`src/rtl/xbus_pkg.sv`:
```
`timescale 1ns/1ps
package xbus_pkg;
  localparam int BYTE_W = 8;
  localparam int ADDR_W = 2 * BYTE_W;

  // Data-access context held for one machine cycle
  typedef struct packed {
    logic              active;
    logic              wide;
    logic              write;
    logic [ADDR_W-1:0] addr;
    logic [BYTE_W-1:0] wdata;
    logic [BYTE_W-1:0] hreg;
  } dx_ctx_t;
endpackage

```
`src/rtl/xbus_slot_ctr.sv`:
```
`timescale 1ns/1ps
module xbus_slot_ctr #(
  parameter int BASE_SLOTS = 12,
  localparam int CW = $clog2(BASE_SLOTS)
) (
  input  logic          clk,
  input  logic          rst_n,
  input  logic          dbl_i,
  output logic          live_o,
  output logic          x2_o,
  output logic          upper_o,
  output logic [CW-1:0] pos_o,
  output logic          half_end_o,
  output logic          mc_end_o
);
  localparam logic [CW-1:0] LAST_N = CW'(BASE_SLOTS - 1);
  localparam logic [CW-1:0] LAST_X = CW'(BASE_SLOTS / 2 - 1);
  localparam logic [CW-1:0] HALF_N = CW'(BASE_SLOTS / 2);
  localparam logic [CW-1:0] HALF_X = CW'(BASE_SLOTS / 4);

  logic          live_q, live_d;
  logic          x2_q, x2_d;
  logic [CW-1:0] slot_q, slot_d;
  logic [CW-1:0] last, half;

  always_comb begin
    last       = x2_q ? LAST_X : LAST_N;
    half       = x2_q ? HALF_X : HALF_N;
    mc_end_o   = live_q && (slot_q == last);
    upper_o    = (slot_q >= half);
    pos_o      = upper_o ? (slot_q - half) : slot_q;
    half_end_o = live_q && (pos_o == half - 1'b1);
    live_o     = live_q;
    x2_o       = x2_q;
  end

  always_comb begin
    live_d = 1'b1;
    x2_d   = x2_q;
    slot_d = slot_q + 1'b1;
    if (!live_q || mc_end_o) begin
      x2_d   = dbl_i;
      slot_d = '0;
    end
  end

  always_ff @(posedge clk or negedge rst_n) begin
    if (!rst_n) begin
      live_q <= 1'b0;
      x2_q   <= 1'b0;
      slot_q <= '0;
    end else begin
      live_q <= live_d;
      x2_q   <= x2_d;
      slot_q <= slot_d;
    end
  end

  p_slot_range_r2: assert property (@(posedge clk) disable iff (!rst_n)
    slot_q <= last);
endmodule

```
`src/rtl/xbus_ctx.sv`:
```
`timescale 1ns/1ps
module xbus_ctx
  import xbus_pkg::*;
#(
  parameter logic [ADDR_W-1:0] INT_TOP = 16'h1FFF
) (
  input  logic              clk,
  input  logic              rst_n,
  input  logic              live_i,
  input  logic              half_end_i,
  input  logic              mc_end_i,
  input  logic              ext_acc_i,
  input  logic [ADDR_W-1:0] pc_i,
  input  logic              ale_off_i,
  input  logic              dx_req_i,
  input  logic              dx_wide_i,
  input  logic              dx_write_i,
  input  logic [ADDR_W-1:0] dx_addr_i,
  input  logic [BYTE_W-1:0] dx_wdata_i,
  input  logic [BYTE_W-1:0] hi_reg_i,
  output logic              ext_o,
  output logic [ADDR_W-1:0] pc_o,
  output logic              ale_off_o,
  output dx_ctx_t           dx_o
);
  logic              fetch_en, data_en;
  logic              ext_q, ext_d;
  logic [ADDR_W-1:0] pc_q, pc_d;
  logic              off_q, off_d;
  dx_ctx_t           dx_q, dx_d;

  always_comb begin
    fetch_en = !live_i || half_end_i;
    data_en  = !live_i || mc_end_i;
    ext_d    = ext_q;
    pc_d     = pc_q;
    off_d    = off_q;
    dx_d     = dx_q;
    if (fetch_en) begin
      ext_d = !ext_acc_i || (pc_i > INT_TOP);
      pc_d  = pc_i;
    end
    if (data_en) begin
      off_d        = ale_off_i;
      dx_d.active  = dx_req_i;
      dx_d.wide    = dx_wide_i;
      dx_d.write   = dx_write_i;
      dx_d.addr    = dx_addr_i;
      dx_d.wdata   = dx_wdata_i;
      dx_d.hreg    = hi_reg_i;
    end
  end

  always_ff @(posedge clk or negedge rst_n) begin
    if (!rst_n) begin
      ext_q <= 1'b0;
      pc_q  <= '0;
      off_q <= 1'b0;
      dx_q  <= '0;
    end else begin
      ext_q <= ext_d;
      pc_q  <= pc_d;
      off_q <= off_d;
      dx_q  <= dx_d;
    end
  end

  assign ext_o     = ext_q;
  assign pc_o      = pc_q;
  assign ale_off_o = off_q;
  assign dx_o      = dx_q;
endmodule

```
`src/rtl/xbus_drive.sv`:
```
`timescale 1ns/1ps
module xbus_drive
  import xbus_pkg::*;
#(
  parameter int BASE_SLOTS = 12,
  localparam int CW = $clog2(BASE_SLOTS)
) (
  input  logic              clk,
  input  logic              rst_n,
  input  logic              live_i,
  input  logic              x2_i,
  input  logic              upper_i,
  input  logic [CW-1:0]     pos_i,
  input  logic              ext_i,
  input  logic [ADDR_W-1:0] pc_i,
  input  logic              ale_off_i,
  input  dx_ctx_t           dx_i,
  output logic              ale_o,
  output logic              psen_n_o,
  output logic [BYTE_W-1:0] ad_o,
  output logic              ad_oe_o,
  output logic [BYTE_W-1:0] ahi_o,
  output logic              ahi_oe_o
);
  // latch window is one third of a half cycle
  localparam logic [CW-1:0] AW_N = CW'(BASE_SLOTS / 6);
  localparam logic [CW-1:0] AW_X = CW'(BASE_SLOTS / 12);

  logic [CW-1:0] aw;
  logic          ale_slot, psen_slot;

  always_comb begin
    aw        = x2_i ? AW_X : AW_N;
    ale_slot  = live_i && (pos_i < aw);
    psen_slot = live_i && (pos_i > aw);
    ale_o     = 1'b0;
    psen_n_o  = 1'b1;
    ad_oe_o   = 1'b0;
    ad_o      = '0;
    ahi_oe_o  = 1'b0;
    ahi_o     = dx_i.hreg;
    if (live_i) begin
      if (dx_i.active) begin
        ale_o    = ale_slot && !upper_i;
        ad_oe_o  = upper_i ? dx_i.write : ale_slot;
        if (ad_oe_o)
          ad_o   = upper_i ? dx_i.wdata : dx_i.addr[BYTE_W-1:0];
        ahi_oe_o = 1'b1;
        ahi_o    = dx_i.wide ? dx_i.addr[ADDR_W-1:BYTE_W] : dx_i.hreg;
      end else begin
        ale_o    = ale_slot && (ext_i || !ale_off_i);
        psen_n_o = !(psen_slot && ext_i);
        ad_oe_o  = ale_slot && ext_i;
        if (ad_oe_o)
          ad_o   = pc_i[BYTE_W-1:0];
        ahi_oe_o = ext_i;
        if (ext_i)
          ahi_o  = pc_i[ADDR_W-1:BYTE_W];
      end
    end
  end

  p_strobe_excl_r3: assert property (@(posedge clk) disable iff (!rst_n)
    !(ale_o && !psen_n_o));
  p_int_no_read_r4: assert property (@(posedge clk) disable iff (!rst_n)
    (live_i && !ext_i) |-> psen_n_o);
  p_off_quiet_r5: assert property (@(posedge clk) disable iff (!rst_n)
    (ale_off_i && !ext_i && !dx_i.active) |-> !ale_o);
  p_data_no_read_r6: assert property (@(posedge clk) disable iff (!rst_n)
    dx_i.active |-> psen_n_o);
  p_data_one_latch_r6: assert property (@(posedge clk) disable iff (!rst_n)
    (dx_i.active && upper_i) |-> !ale_o);
  p_addr_hold_r7: assert property (@(posedge clk) disable iff (!rst_n)
    (ale_o && $past(ale_o)) |-> $stable(ad_o));
  p_hi_drive_r8: assert property (@(posedge clk) disable iff (!rst_n)
    (live_i && ext_i) |-> ahi_oe_o);
endmodule

```
`src/rtl/xbus_strobe_seq.sv`:
```
`timescale 1ns/1ps
module xbus_strobe_seq #(
  parameter int          BASE_SLOTS = 12,
  parameter logic [15:0] INT_TOP    = 16'h1FFF
) (
  input  logic        clk,
  input  logic        rst_n,
  input  logic        dbl_speed_i,
  input  logic        ale_off_i,
  input  logic        ext_acc_i,
  input  logic [15:0] pc_i,
  input  logic        dx_req_i,
  input  logic        dx_wide_i,
  input  logic        dx_write_i,
  input  logic [15:0] dx_addr_i,
  input  logic [7:0]  dx_wdata_i,
  input  logic [7:0]  hi_reg_i,
  output logic        ale_o,
  output logic        psen_n_o,
  output logic [7:0]  ad_o,
  output logic        ad_oe_o,
  output logic [7:0]  ahi_o,
  output logic        ahi_oe_o
);
  import xbus_pkg::*;
  localparam int CW = $clog2(BASE_SLOTS);

  logic              live, x2, upper, half_end, mc_end;
  logic [CW-1:0]     pos;
  logic              ext_q, off_q;
  logic [ADDR_W-1:0] pc_q;
  dx_ctx_t           dx_q;

  xbus_slot_ctr #(.BASE_SLOTS(BASE_SLOTS)) u_slot (
    .clk(clk), .rst_n(rst_n), .dbl_i(dbl_speed_i),
    .live_o(live), .x2_o(x2), .upper_o(upper), .pos_o(pos),
    .half_end_o(half_end), .mc_end_o(mc_end)
  );

  xbus_ctx #(.INT_TOP(INT_TOP)) u_ctx (
    .clk(clk), .rst_n(rst_n), .live_i(live), .half_end_i(half_end),
    .mc_end_i(mc_end), .ext_acc_i(ext_acc_i), .pc_i(pc_i),
    .ale_off_i(ale_off_i), .dx_req_i(dx_req_i), .dx_wide_i(dx_wide_i),
    .dx_write_i(dx_write_i), .dx_addr_i(dx_addr_i), .dx_wdata_i(dx_wdata_i),
    .hi_reg_i(hi_reg_i), .ext_o(ext_q), .pc_o(pc_q), .ale_off_o(off_q),
    .dx_o(dx_q)
  );

  xbus_drive #(.BASE_SLOTS(BASE_SLOTS)) u_drive (
    .clk(clk), .rst_n(rst_n), .live_i(live), .x2_i(x2), .upper_i(upper),
    .pos_i(pos), .ext_i(ext_q), .pc_i(pc_q), .ale_off_i(off_q), .dx_i(dx_q),
    .ale_o(ale_o), .psen_n_o(psen_n_o), .ad_o(ad_o), .ad_oe_o(ad_oe_o),
    .ahi_o(ahi_o), .ahi_oe_o(ahi_oe_o)
  );
endmodule

```
`config.mk`:
```
export PLATFORM = sky130hd
export DESIGN_NAME = xbus_strobe_seq
export DESIGN_NICKNAME = d
export VERILOG_FILES = /design/src/rtl/xbus_pkg.sv /design/src/rtl/xbus_slot_ctr.sv /design/src/rtl/xbus_ctx.sv /design/src/rtl/xbus_drive.sv /design/src/rtl/xbus_strobe_seq.sv
export SDC_FILE = /design/constraint.sdc
export NUM_CORES = 1
export LEC_CHECK = 0
export BUFFER_PORTS_ARGS = -buffer_cell sky130_fd_sc_hd__buf_4
export CAP_MARGIN = 20
export CORE_MARGIN = 8
export CORE_UTILIZATION = 38
export CTS_BUF_LIST = sky130_fd_sc_hd__clkbuf_8
export CTS_CLUSTER_SIZE = 16
export DETAILED_ROUTE_END_ITERATION = 16
export PLACE_DENSITY = 0.64
export SETUP_SLACK_MARGIN = 0.02
export SYNTH_ARGS = -nofsm -noshare
export SYNTH_HDL_FRONTEND = slang
export SYNTH_SLANG_ARGS = --single-unit
```
`constraint.sdc`:
```
create_clock -name clk -period 4.3 [get_ports clk]
set_clock_uncertainty 0.15 [all_clocks]
set_input_delay 0.43 -clock clk [delete_from_list [all_inputs] [get_ports clk]]
set_output_delay 0.43 -clock clk [all_outputs]
set_load 0.01 [all_outputs]
```
==> metrics.md, run 1 <==
| Metric | Value |
|---|---|
| Area Growth Syn to Fin | `24.0%` |
| Setup TNS | `0 ns` |
| Final hold violations | `0` |
| Initial antenna violation count | `0` |
| Nets | `between 400 and 500` |
| Int Power | `1.25 mW` |
| Most frequent CP cell | `ha_1` |
| Full die area | `0.0124 mm2` |
| Vias | `2933` |
| WL/cell | `18.4 um` |
| Synthesized instance count | `346` |
| FF+latch count, synth | `between 50 and 60` |
| Worst Path Required | `between 3 and 4 ns` |
| Inserted Clock Buffers | `9` |
| Post-Place Worst Slack | `between 0.5 and 0.6 ns` |
| Clock network fraction of total power | `0.303` |
| Slew @ Worst Pin | `0.838 ns` |
| Startpoint Class | `flop` |
| Initial drt markers | `between 100 and 150` |
| Mapped Area | `0.00346 mm2` |
| CP max FO | `9` |
| First-pass GRT wire length | `15.6 mm` |
| Combinational power share | `0.312` |
| Switch share | `0.346` |
| Post-synth EDFFs | `0` |
| Die W | `111 um` |
| Headroom to the max-slew limit | `0.441` |
| Final Max Tran Viols | `0` |
| Reg area | `0.00148 mm2` |
| Starting Density | `0.383` |
| Layout cells sized above 1 | `0.378` |
| IO Count | `76` |
| Setup ws final | `0.232 ns` |
| Compound-Gate Fraction of Synth Area | `0.179` |
| Critical path arrival | `3.49 ns` |
| Worst-skew pair later-pin latency | `0.35 ns` |
| # setup viols final | `0` |
| CTS clock-pin slew for the worst setup and hold paths | `approximately 0.08 ns` |
| Clock buffer depth | `2` |
| Power share of the sequential group | `0.385` |
| Critical path, cell by cell | `inv_1, ha_1, inv_1, ha_1, a211o_1, nor2_1, nor2_1, ha_1, a21o_1, or3_1, a31o_1, a21oi_2, buf_4` |
| Count leader, synth | `dfrtp_1` |
| Switching power | `between 600 and 700 uW` |
| Initial DRT Pass Iterations | `4` |
| Synth Warn # | `0` |
| Yosys top cell area share | `0.427` |
| Finished Core Util | `0.475` |
| Chip Height | `111 um` |
| Root Buffer | `clkbuf_8` |
| Postcts setup bufs | `0` |
| Static Leakage | `1.82 nW` |
| Most common flop cell mapped by yosys | `dfrtp_1` |
| Status | `completed` |
| Fin cells | `524` |
| Routed WL | `9.63 mm` |
| H-tree Lvls | `3` |
| Pwr dens | `446 mW/mm2` |
| CP max-delay cell | `dfrtp_1` |
| DR top layer | `met4` |
| Worst min path class | `in -> async` |
| Post-Place Cells | `507` |
| CTS tree | `done` |
| Detail Route Antenna Nets | `0` |
| Syn avg cell area | `between 9 and 10 um2` |
| Seq/Total Area, Yosys | `0.427` |
| Vias/cell | `5.60` |
| Critical Path Sink Type | `output port` |
| VDD IR max | `0.000192 V` |
| Row cnt | `35` |
| Met3 wire len | `375 um` |
| Crit path largest cell delay | `0.42 ns` |
| Syn_nets | `408` |
| Post-synthesis mux area share | `0.147` |
| GR Overflow Total | `0` |
| Residual DRC | `0` |
| Max-Cap Viols | `0` |
| N_diodes | `0` |
| Multi-input gate area | `0.00181 mm2` |
| Dominant cell type by area after synthesis | `dfrtp_1` |
| Core Region | `0.00902 mm2` |
| Number of fill cells | `859` |
| Synth cell types | `44` |
| Post-synth top cells | `59 x dfrtp_1, 45 x mux2_2, 28 x nor2_1` |
| Fraction of registers with async set/reset | `1.00` |
| Period Utilization, post-route | `0.946` |
| Post-CTS Hold Fix Bufs | `0` |
| Final Total Pwr | `1.91 mW` |
| CTS Sinks | `59` |
| Final HPWL DP | `6.65 mm` |
| Via count of the first global-routing pass | `approximately 3000` |
| Post-synthesis xor/xnor area fraction | `0.00760` |
| M1 WL | `4.29 mm` |
| Minimum clock period | `approximately 4.1 ns` |
| RSZ-0062 raised after global routing | `no` |
| Fmax | `0.246 GHz` |
| Reg2Reg Depth | `13` |
| Simple-gate share of the synthesized area | `0.164` |
| Total GRT Usage | `0.153` |
| Gp weighted congestion | `0.821` |
| PortBufs | `75` |
| Critical path class | `reg -> out` |
| Post-Synth Adder-Cell Area | `0.0217` |
| Routed met2 length | `4.83 mm` |
| Area contributors post-synth | `dfrtp_1 43%, mux2_2 15%, o211ai_1 5.2%` |
| Pin count of the biggest net entering global routing | `60` |
| Main combinational cell family by area after synthesis | `compound AO/OA/AOI/OAI gates` |
[metal layers]
| metal | track usage | up-vias |
|---|---|---|
| li1 | - | 1402 |
| met2 | 0.251 | 71 |
| met1 | 0.192 | 1446 |
| met3 | 0.0312 | 14 |
| met4 | 0.0631 | 0 |
| met5 | 0 | - |
[registers in the layout (all words and copies together) (netlist names)]
name,flops
u_slot.live_o,1
u_ctx.dx_o,35
u_ctx.ale_off_o,1
u_slot.x2_o,1
u_slot.slot_q,4
u_ctx.ext_o,1
u_ctx.pc_o,16
[area by class of cell]
| type | instances | area share |
|---|---|---|
| clock inverters | 7 | 0.0236 |
| repair buffers | 80 | 0.141 |
| well taps | 111 | 0.0324 |
| clock buffers | 9 | 0.0289 |
| multi-input cells | 250 | 0.422 |
| inverters | 8 | 0.00701 |
| flip-flops and latches | 59 | 0.345 |
[through the flow]
step	hold slack [ns]	instance area [um2]
after floorplan	-0.0156	3460
after detailed placement	0.341	4050
final	0.000129	4290
after CTS	0.0457	4270
after global routing	0.0669	4290
after global placement	0.335	4050
[final timing paths]
kind	from	to	slack (ns)
worst max-delay path	u_slot.slot_q[0]	ad_o[7]	0.23
worst min-delay path	rst_n	u_ctx.pc_o[1]	0.0001
worst max register to register	u_slot.slot_q[0]	u_ctx.ext_o	0.65
worst min register to register	u_ctx.dx_o[19]	u_ctx.dx_o[19]	0.36
max in group asynchronous	rst_n	u_slot.x2_o	3.45
min in group clk	dx_addr_i[15]	u_ctx.dx_o[31]	0.16
[layout by cell type (no fill, tap or decap), types with 2 or more instances in the layout]
cell type,Yosys,final
buf_4,4,79
dfrtp_1,59,58
mux2_2,45,45
nor2_1,28,28
o211ai_1,24,24
nand3_1,20,20
nor2b_1,17,17
nand4_1,16,16
a31oi_1,16,16
nand2_1,15,15
o22ai_1,9,9
a21oi_2,9,9
clkbuf_8,0,9
inv_1,8,8
a21oi_1,6,6
ha_1,6,6
o21ai_0,5,5
nand2b_1,4,4
a31o_1,3,3
a211o_1,2,2
xnor2_1,2,2
a21o_1,2,2
or3_1,2,2
nor3_1,2,2
clkinvlp_4,0,2
bufinv_16,0,2
clkinv_4,0,2
[power by group through the flow]
stage,Clock [mW],Sequential [mW],Combinational (mW)
2_1_floorplan,0,0.707,0.419
5_1_grt,0.609,0.747,0.655
4_1_cts,0.582,0.735,0.599
3_5_place_dp,0,0.743,0.596
3_3_place_gp,0,0.740,0.583
6_report,0.579,0.737,0.596
[worst max-delay path: cells and delay by family (launching register included)]
kind	cells	cell delay, ns
buf+inv	3	0.36
simple gates	3	0.46
flops	1	0.42
fa+ha+maj	3	0.79
compound gates	4	1.11
[kinds of logic after synthesis]
kind of cell | Yosys count
mux | 45
compound gates | 85
other cells | 1
simple gates | 110
xor+xnor | 3
buf+inv | 37
flops | 59
fa+ha+maj | 6
[what timing repair did]
action	4_1_cts	5_1_grt
endpoints found under the setup margin	0	9
endpoints found under the hold margin	0	0
gates resized for setup	0	1
(Power assumes the default switching activity.)
==> run 2, diff against run 1 <==
- BUFFER_PORTS_ARGS: -buffer_cell sky130_fd_sc_hd__buf_4 -> -buffer_cell sky130_fd_sc_hd__clkbuf_2
==> metrics.md, run 2 (same netlist as run 1, synthesis figures left out) <==
| Metric | Value |
|---|---|
| Critical Path Sink Type | `output port` |
| WL/cell | `17.6 um (-4.4%)` |
| Reg2Reg Setup Slack | `0.70 ns (+0.05 ns)` |
| Slew @ Worst Pin | `0.871 ns (+0.0326 ns)` |
| Pwr dens | `454 mW/mm2 (+1.7%)` |
| Final HPWL DP | `6.59 mm (-0.92%)` |
| Worst-skew pair later-pin latency | `0.33 ns (-0.02 ns)` |
| Initial antenna violation count | `0 (unchanged)` |
| Starting Density | `0.383 (unchanged)` |
| First-pass GRT wire length | `15.2 mm (-2.3%)` |
| Chip Height | `111 um (unchanged)` |
| Critical path arrival | `3.46 ns (-0.03 ns)` |
| Setup TNS | `0 ns (unchanged)` |
| Minimum clock period | `4.04 ns (-0.0299 ns)` |
| Post-Place Cells | `508 (+0.20%)` |
| GR Overflow Total | `0 (unchanged)` |
| H-tree Lvls | `3 (unchanged)` |
| Detail Route Antenna Nets | `0 (unchanged)` |
| Nets | `471 (+0.21%)` |
| IO Count | `76 (unchanged)` |
| FF-to-FF End | `u_ctx.pc_o[10]` |
| Startpoint Class | `flop` |
| Final Max Tran Viols | `0 (unchanged)` |
| Clock buffer depth | `2 (unchanged)` |
| Residual DRC | `0 (unchanged)` |
| Core Region | `0.00902 mm2 (unchanged)` |
| Max-Cap Viols | `0 (unchanged)` |
| Vias | `2904 (-0.99%)` |
| Worst r2r src | `u_slot.slot_q[0]` |
| Most common cell after layout, fill and taps aside | `clkbuf_2` |
| CTS Sinks | `59 (unchanged)` |
| Vias/cell | `5.53 (-1.2%)` |
| Critical path class | `reg -> out` |
| Inserted Clock Buffers | `9 (unchanged)` |
| Worst Path Required | `3.72 ns (about the same)` |
| CP max FO | `9 (unchanged)` |
| CTS clock-pin slew for the worst setup and hold paths | `0.07 ns (about the same)` |
| Root Buffer | `clkbuf_8` |
| Fin cells | `525 (+0.19%)` |
| Static Leakage | `1.79 nW (-1.9%)` |
| Period Utilization, post-route | `0.939 (-0.00695)` |
| Pin count of the biggest net entering global routing | `56 (-6.7%)` |
| Gp weighted congestion | `0.840 (+2.3%)` |
| Status | `completed` |
| Final hold violations | `0 (unchanged)` |
| Layout cells sized above 1 | `0.377 (-0.000912)` |
| VDD IR max | `0.000201 V (+4.8%)` |
| Full die area | `0.0124 mm2 (unchanged)` |
| Post-CTS Hold Fix Bufs | `0 (unchanged)` |
| Routed WL | `9.23 mm (-4.2%)` |
| Via count of the first global-routing pass | `2950 (-1.2%)` |
| Die W | `111 um (unchanged)` |
| # setup viols final | `0 (unchanged)` |
| PortBufs | `75 (unchanged)` |
| Max reg flops | `35 (unchanged)` |
| Initial drt markers | `217 (+70%)` |
| Reg2Reg Depth | `13 (unchanged)` |
| Initial DRT Pass Iterations | `4 (unchanged)` |
| Area Growth Syn to Fin | `18.9%` |
| Fmax | `0.248 GHz (+0.74%)` |
| Total GRT Usage | `0.150 (-0.00357)` |
| Headroom to the max-slew limit | `0.420 (-0.0217)` |
| CTS tree | `done` |
| N_diodes | `0 (unchanged)` |
| RSZ-0062 raised after global routing | `no` |
| Most frequent cells in the layout | `75 x clkbuf_2, 58 x dfrtp_1, 45 x mux2_2, 28 x nor2_1, 24 x o211ai_1` |
| Row cnt | `35 (unchanged)` |
| Worst min path class | `in -> async` |
==> run 2: changes by cell type in the layout (fill, tap and decap cells not counted) <==
cell | before | now
clkbuf_2 | 0 | 75
buf_4 | 79 | 5
clkbuf_8 | 9 | 11
clkinv_4 | 2 | 0
clkinv_2 | 0 | 1
clkinvlp_4 | 2 | 1
inv_1 | 8 | 9
inv_6 | 1 | 0
==> run 2: timing repair <==
action / CTS / global route
setup buffers: 0 / 0
setup endpoints to repair: 0 / 9
resized for setup: 0 / 1
==> run 2: worst max-delay path by stage <==
stage                     start  endpoint  slack [ns]  cells after the start
6_report       u_slot.slot_q[0]   ad_oe_o        0.26                     13
5_1_grt        u_slot.slot_q[0]   ad_o[5]        0.03                     13
4_1_cts             u_slot.x2_o   ad_oe_o        0.17                     12
3_5_place_dp        u_slot.x2_o   ad_oe_o        0.54                     12
3_3_place_gp        u_slot.x2_o   ad_o[1]        0.67                     12
2_1_floorplan  u_slot.slot_q[0]   ad_o[0]        1.02                     13
==> run 2: report_power, final <==
part | internal (mW) | leakage (nW) | total [mW] | switching (mW)
Sequential | 0.651 | 0.691 | 0.739 | 0.0881
Combinational | 0.236 | 0.979 | 0.553 | 0.317
Clock | 0.355 | 0.117 | 0.572 | 0.217
==> run 2: through the flow <==
step / worst slack (ns) / util / hold slack (ns) / power (mW) / cell area [um2]
floorplan: 1.02 / - / -0.0156 / 1.13 / 3460
global placement: 0.672 / 0.429 / 0.334 / 1.29 / 3870
detailed placement: 0.540 / 0.429 / 0.340 / 1.30 / 3870
CTS: 0.170 / 0.454 / 0.0752 / 1.88 / 4100
global route: 0.0319 / 0.455 / 0.101 / 1.99 / 4110
finish: 0.262 / 0.455 / 0.0465 / 1.86 / 4110
==> run 2: final cells by class <==
class / instances / area [um2]
Fill cell: 893 / 4910
Multi-Input combinational cell: 250 / 1810
Sequential cell: 59 / 1480
Timing Repair Buffer: 81 / 424
Clock buffer: 11 / 151
Tap cell: 111 / 139
Clock inverter: 5 / 76.3
Inverter: 8 / 30.0
==> run 2: critical path, stage by stage (launching register included) <==
cell      delay (ns)
dfrtp_1         0.42
inv_1           0.13
ha_1            0.21
inv_1           0.08
ha_1            0.25
a211o_1         0.38
nor2_1          0.11
nor2_1          0.05
ha_1            0.31
a21o_1          0.18
or3_1           0.31
a31o_1          0.38
a21oi_2         0.17
clkbuf_2        0.15
==> run 2: metal layers <==
layer | track usage | vias to the layer above | share of wire
li1 | - | 1406 | -
met4 | 0.0471 | 0 | 0.012
met5 | 0 | - | 0
met2 | 0.240 | 68 | 0.49
met1 | 0.187 | 1423 | 0.45
met3 | 0.0462 | 7 | 0.041
==> run 3, diff against run 2 <==
==> constraint.sdc (replaced) <==
create_clock -name clk -period 4.3 [get_ports clk]
set_clock_uncertainty 0.15 [all_clocks]
set_input_delay 0.215 -clock clk [delete_from_list [all_inputs] [get_ports clk]]
set_output_delay 0.215 -clock clk [all_outputs]
set_load 0.01 [all_outputs]
==> metrics.md, run 3 (same netlist as run 1, synthesis figures left out) <==
| Metric | Value |
|---|---|
| Met3 wire len | `372 um (-2.4%)` |
| FF-to-FF End | `u_ctx.ext_o` |
| Core Region | `0.00902 mm2 (unchanged)` |
| GR Overflow Total | `0 (unchanged)` |
| Layout cells sized above 1 | `0.338 (-0.0391)` |
| Row cnt | `35 (unchanged)` |
| Via count of the first global-routing pass | `3117 (+5.7%)` |
| Critical path class | `reg -> out` |
| Headroom to the max-slew limit | `0.476 (+0.0564)` |
| Setup TNS | `0 ns (unchanged)` |
| Finished Core Util | `0.503 (+0.0473)` |
| CTS clock-pin slew for the worst setup and hold paths | `0.07 ns (about the same)` |
| Fmax | `0.255 GHz (+3.0%)` |
| WHS Endpoint | `u_ctx.pc_o[10]` |
| Chip Height | `111 um (unchanged)` |
| Initial drt markers | `167 (-23%)` |
| Number of fill cells | `804 (-10%)` |
| Inserted Clock Buffers | `9 (unchanged)` |
| Initial DRT Pass Iterations | `4 (unchanged)` |
| Starting Density | `0.383 (unchanged)` |
| Clock buffer depth | `2 (unchanged)` |
| Max-Cap Viols | `0 (unchanged)` |
| Worst-skew pair later-pin latency | `0.34 ns (about the same)` |
| Pin count of the biggest net entering global routing | `60 (+7.1%)` |
| CTS tree | `done` |
| Hold Path Origin | `pc_i[10]` |
| Critical path arrival | `3.56 ns (+0.10 ns)` |
| Worst min path class | `in -> reg` |
| Vias | `3112 (+7.2%)` |
| Status | `completed` |
| First-pass GRT wire length | `15.8 mm (+3.6%)` |
| CP max FO | `11 (+2)` |
| DR top layer | `met4` |
| Full die area | `0.0124 mm2 (unchanged)` |
| Multi-input gate area | `0.00181 mm2 (unchanged)` |
| Minimum clock period | `3.92 ns (-0.118 ns)` |
| Worst Path Required | `3.93 ns (+0.21 ns)` |
| Crit path largest cell delay | `0.55 ns (+0.13 ns)` |
| Pwr dens | `407 mW/mm2 (-10%)` |
| Crit path launch | `u_slot.x2_o` |
| Max reg flops | `35 (unchanged)` |
| Startpoint Class | `flop` |
| Worst r2r src | `u_slot.x2_o` |
| Most common cell after layout, fill and taps aside | `clkbuf_2` |
| N_diodes | `0 (unchanged)` |
| WL/cell | `16.8 um (-4.4%)` |
| Routed WL | `9.58 mm (+3.8%)` |
| Area Growth Syn to Fin | `31.2%` |
| Reg area | `0.00148 mm2 (about the same)` |
| Detail Route Antenna Nets | `0 (unchanged)` |
| Root Buffer | `clkbuf_8` |
| Final Max Tran Viols | `0 (unchanged)` |
| Period Utilization, post-route | `0.912 (-0.0274)` |
| CTS Sinks | `59 (unchanged)` |
| IO Count | `76 (unchanged)` |
| RSZ-0062 raised after global routing | `no` |
| PortBufs | `75 (unchanged)` |
| Total GRT Usage | `0.153 (+0.00346)` |
| CP max-delay cell | `dfrtp_1` |
| Most frequent CP cell | `ha_1` |
| VDD IR max | `0.000174 V (-13%)` |
| Hold depth | `3` |
| Most frequent cells in the layout | `75 x clkbuf_2, 59 x dfrtp_1, 46 x dlygate4sd3_1, 45 x mux2_2, 28 x nor2_1` |
| Gp weighted congestion | `0.853 (+1.5%)` |
| Static Leakage | `1.95 nW (+9.1%)` |
| Final Total Pwr | `1.85 mW (-0.98%)` |
| Reg2Reg Depth | `12 (-1)` |
| Initial antenna violation count | `0 (unchanged)` |
| Reg2Reg Setup Slack | `0.68 ns (-0.02 ns)` |
| M1 WL | `4.22 mm (+0.89%)` |
| H-tree Lvls | `3 (unchanged)` |
| Nets | `516 (+9.6%)` |
| Slew @ Worst Pin | `0.786 ns (-0.0846 ns)` |
| Critical Path Sink Type | `output port` |
| Final HPWL DP | `6.34 mm (-3.8%)` |
| Die W | `111 um (unchanged)` |
| # setup viols final | `0 (unchanged)` |
| Final hold violations | `0 (unchanged)` |
| Residual DRC | `0 (unchanged)` |
| Routed met2 length | `4.85 mm (+6.3%)` |
| Critical path, cell by cell | `ha_1, inv_1, ha_1, a211o_1, nor2_1, nor2_1, ha_1, a21o_1, or3_1, a31o_1, a21oi_2, clkbuf_2` |
| Vias/cell | `5.46 (-1.3%)` |
## run 3: changes by cell type in the layout (fill, tap and decap cells not counted), sizes merged
cell	delta
dlygate4sd3	+46
clkinvlp	+3
bufinv	-1
buf	-1
clkbuf	-1
inv	-1
## run 3: per-layer routing
| metal | GRT usage | up-vias |
|---|---|---|
| li1 | - | 1488 |
| met2 | 0.249 | 70 |
| met5 | 0 | - |
| met3 | 0.0317 | 10 |
| met4 | 0.0542 | 0 |
| met1 | 0.196 | 1544 |
## run 3: metrics by stage
step / std cells / cell area (um2) / worst slack (ns) / hold slack (ns)
finish: 570 / 4540 / 0.380 / 0.00665
floorplan: 346 / 3460 / 1.10 / -0.231
global placement: 507 / 3860 / 0.817 / 0.290
global route: 570 / 4540 / 0.134 / 0.0108
detailed placement: 507 / 3860 / 0.728 / 0.288
CTS: 569 / 4520 / 0.379 / 0.00413
## run 3: where the power goes
part	internal (mW)	leakage [nW]	switching (mW)
registers	0.650	0.692	0.0846
clock network	0.282	0.0905	0.243
logic	0.262	1.17	0.325
## run 3: final cells by class
class,instances,share of cell area
clock inverter,6,0.0143
tap,111,0.0306
inverter,8,0.00662
sequential,59,0.326
multi-input combinational,250,0.399
clock buffer,10,0.0303
timing repair buffer,126,0.193
## run 3: worst max-delay path: cells and delay by family, from the launching register on
kind                       cells  cell delay, ns
buffers and inverters          2            0.22
and+or+nand+nor                3            0.47
adders and majority gates      3            0.84
DFF                            1            0.55
AOI/OAI and AO/OA              4            1.13
## run 3: worst max-delay path by stage
stage                           endpoint  slack [ns]
after floorplan           u_ctx.pc_o[10]        1.10
after global placement           ad_oe_o        0.82
after detailed placement     u_ctx.ext_o        0.73
after CTS                        ad_oe_o        0.38
after global routing             ad_oe_o        0.13
final                            ad_oe_o        0.38
## run 3: repair_timing
item                                    in CTS  in global routing
setup buffers                                0                  0
hold endpoints to repair                   104                  0
hold buffers                                46                  0
endpoints found under the setup margin       0                  0
gates resized for setup                      0                  0
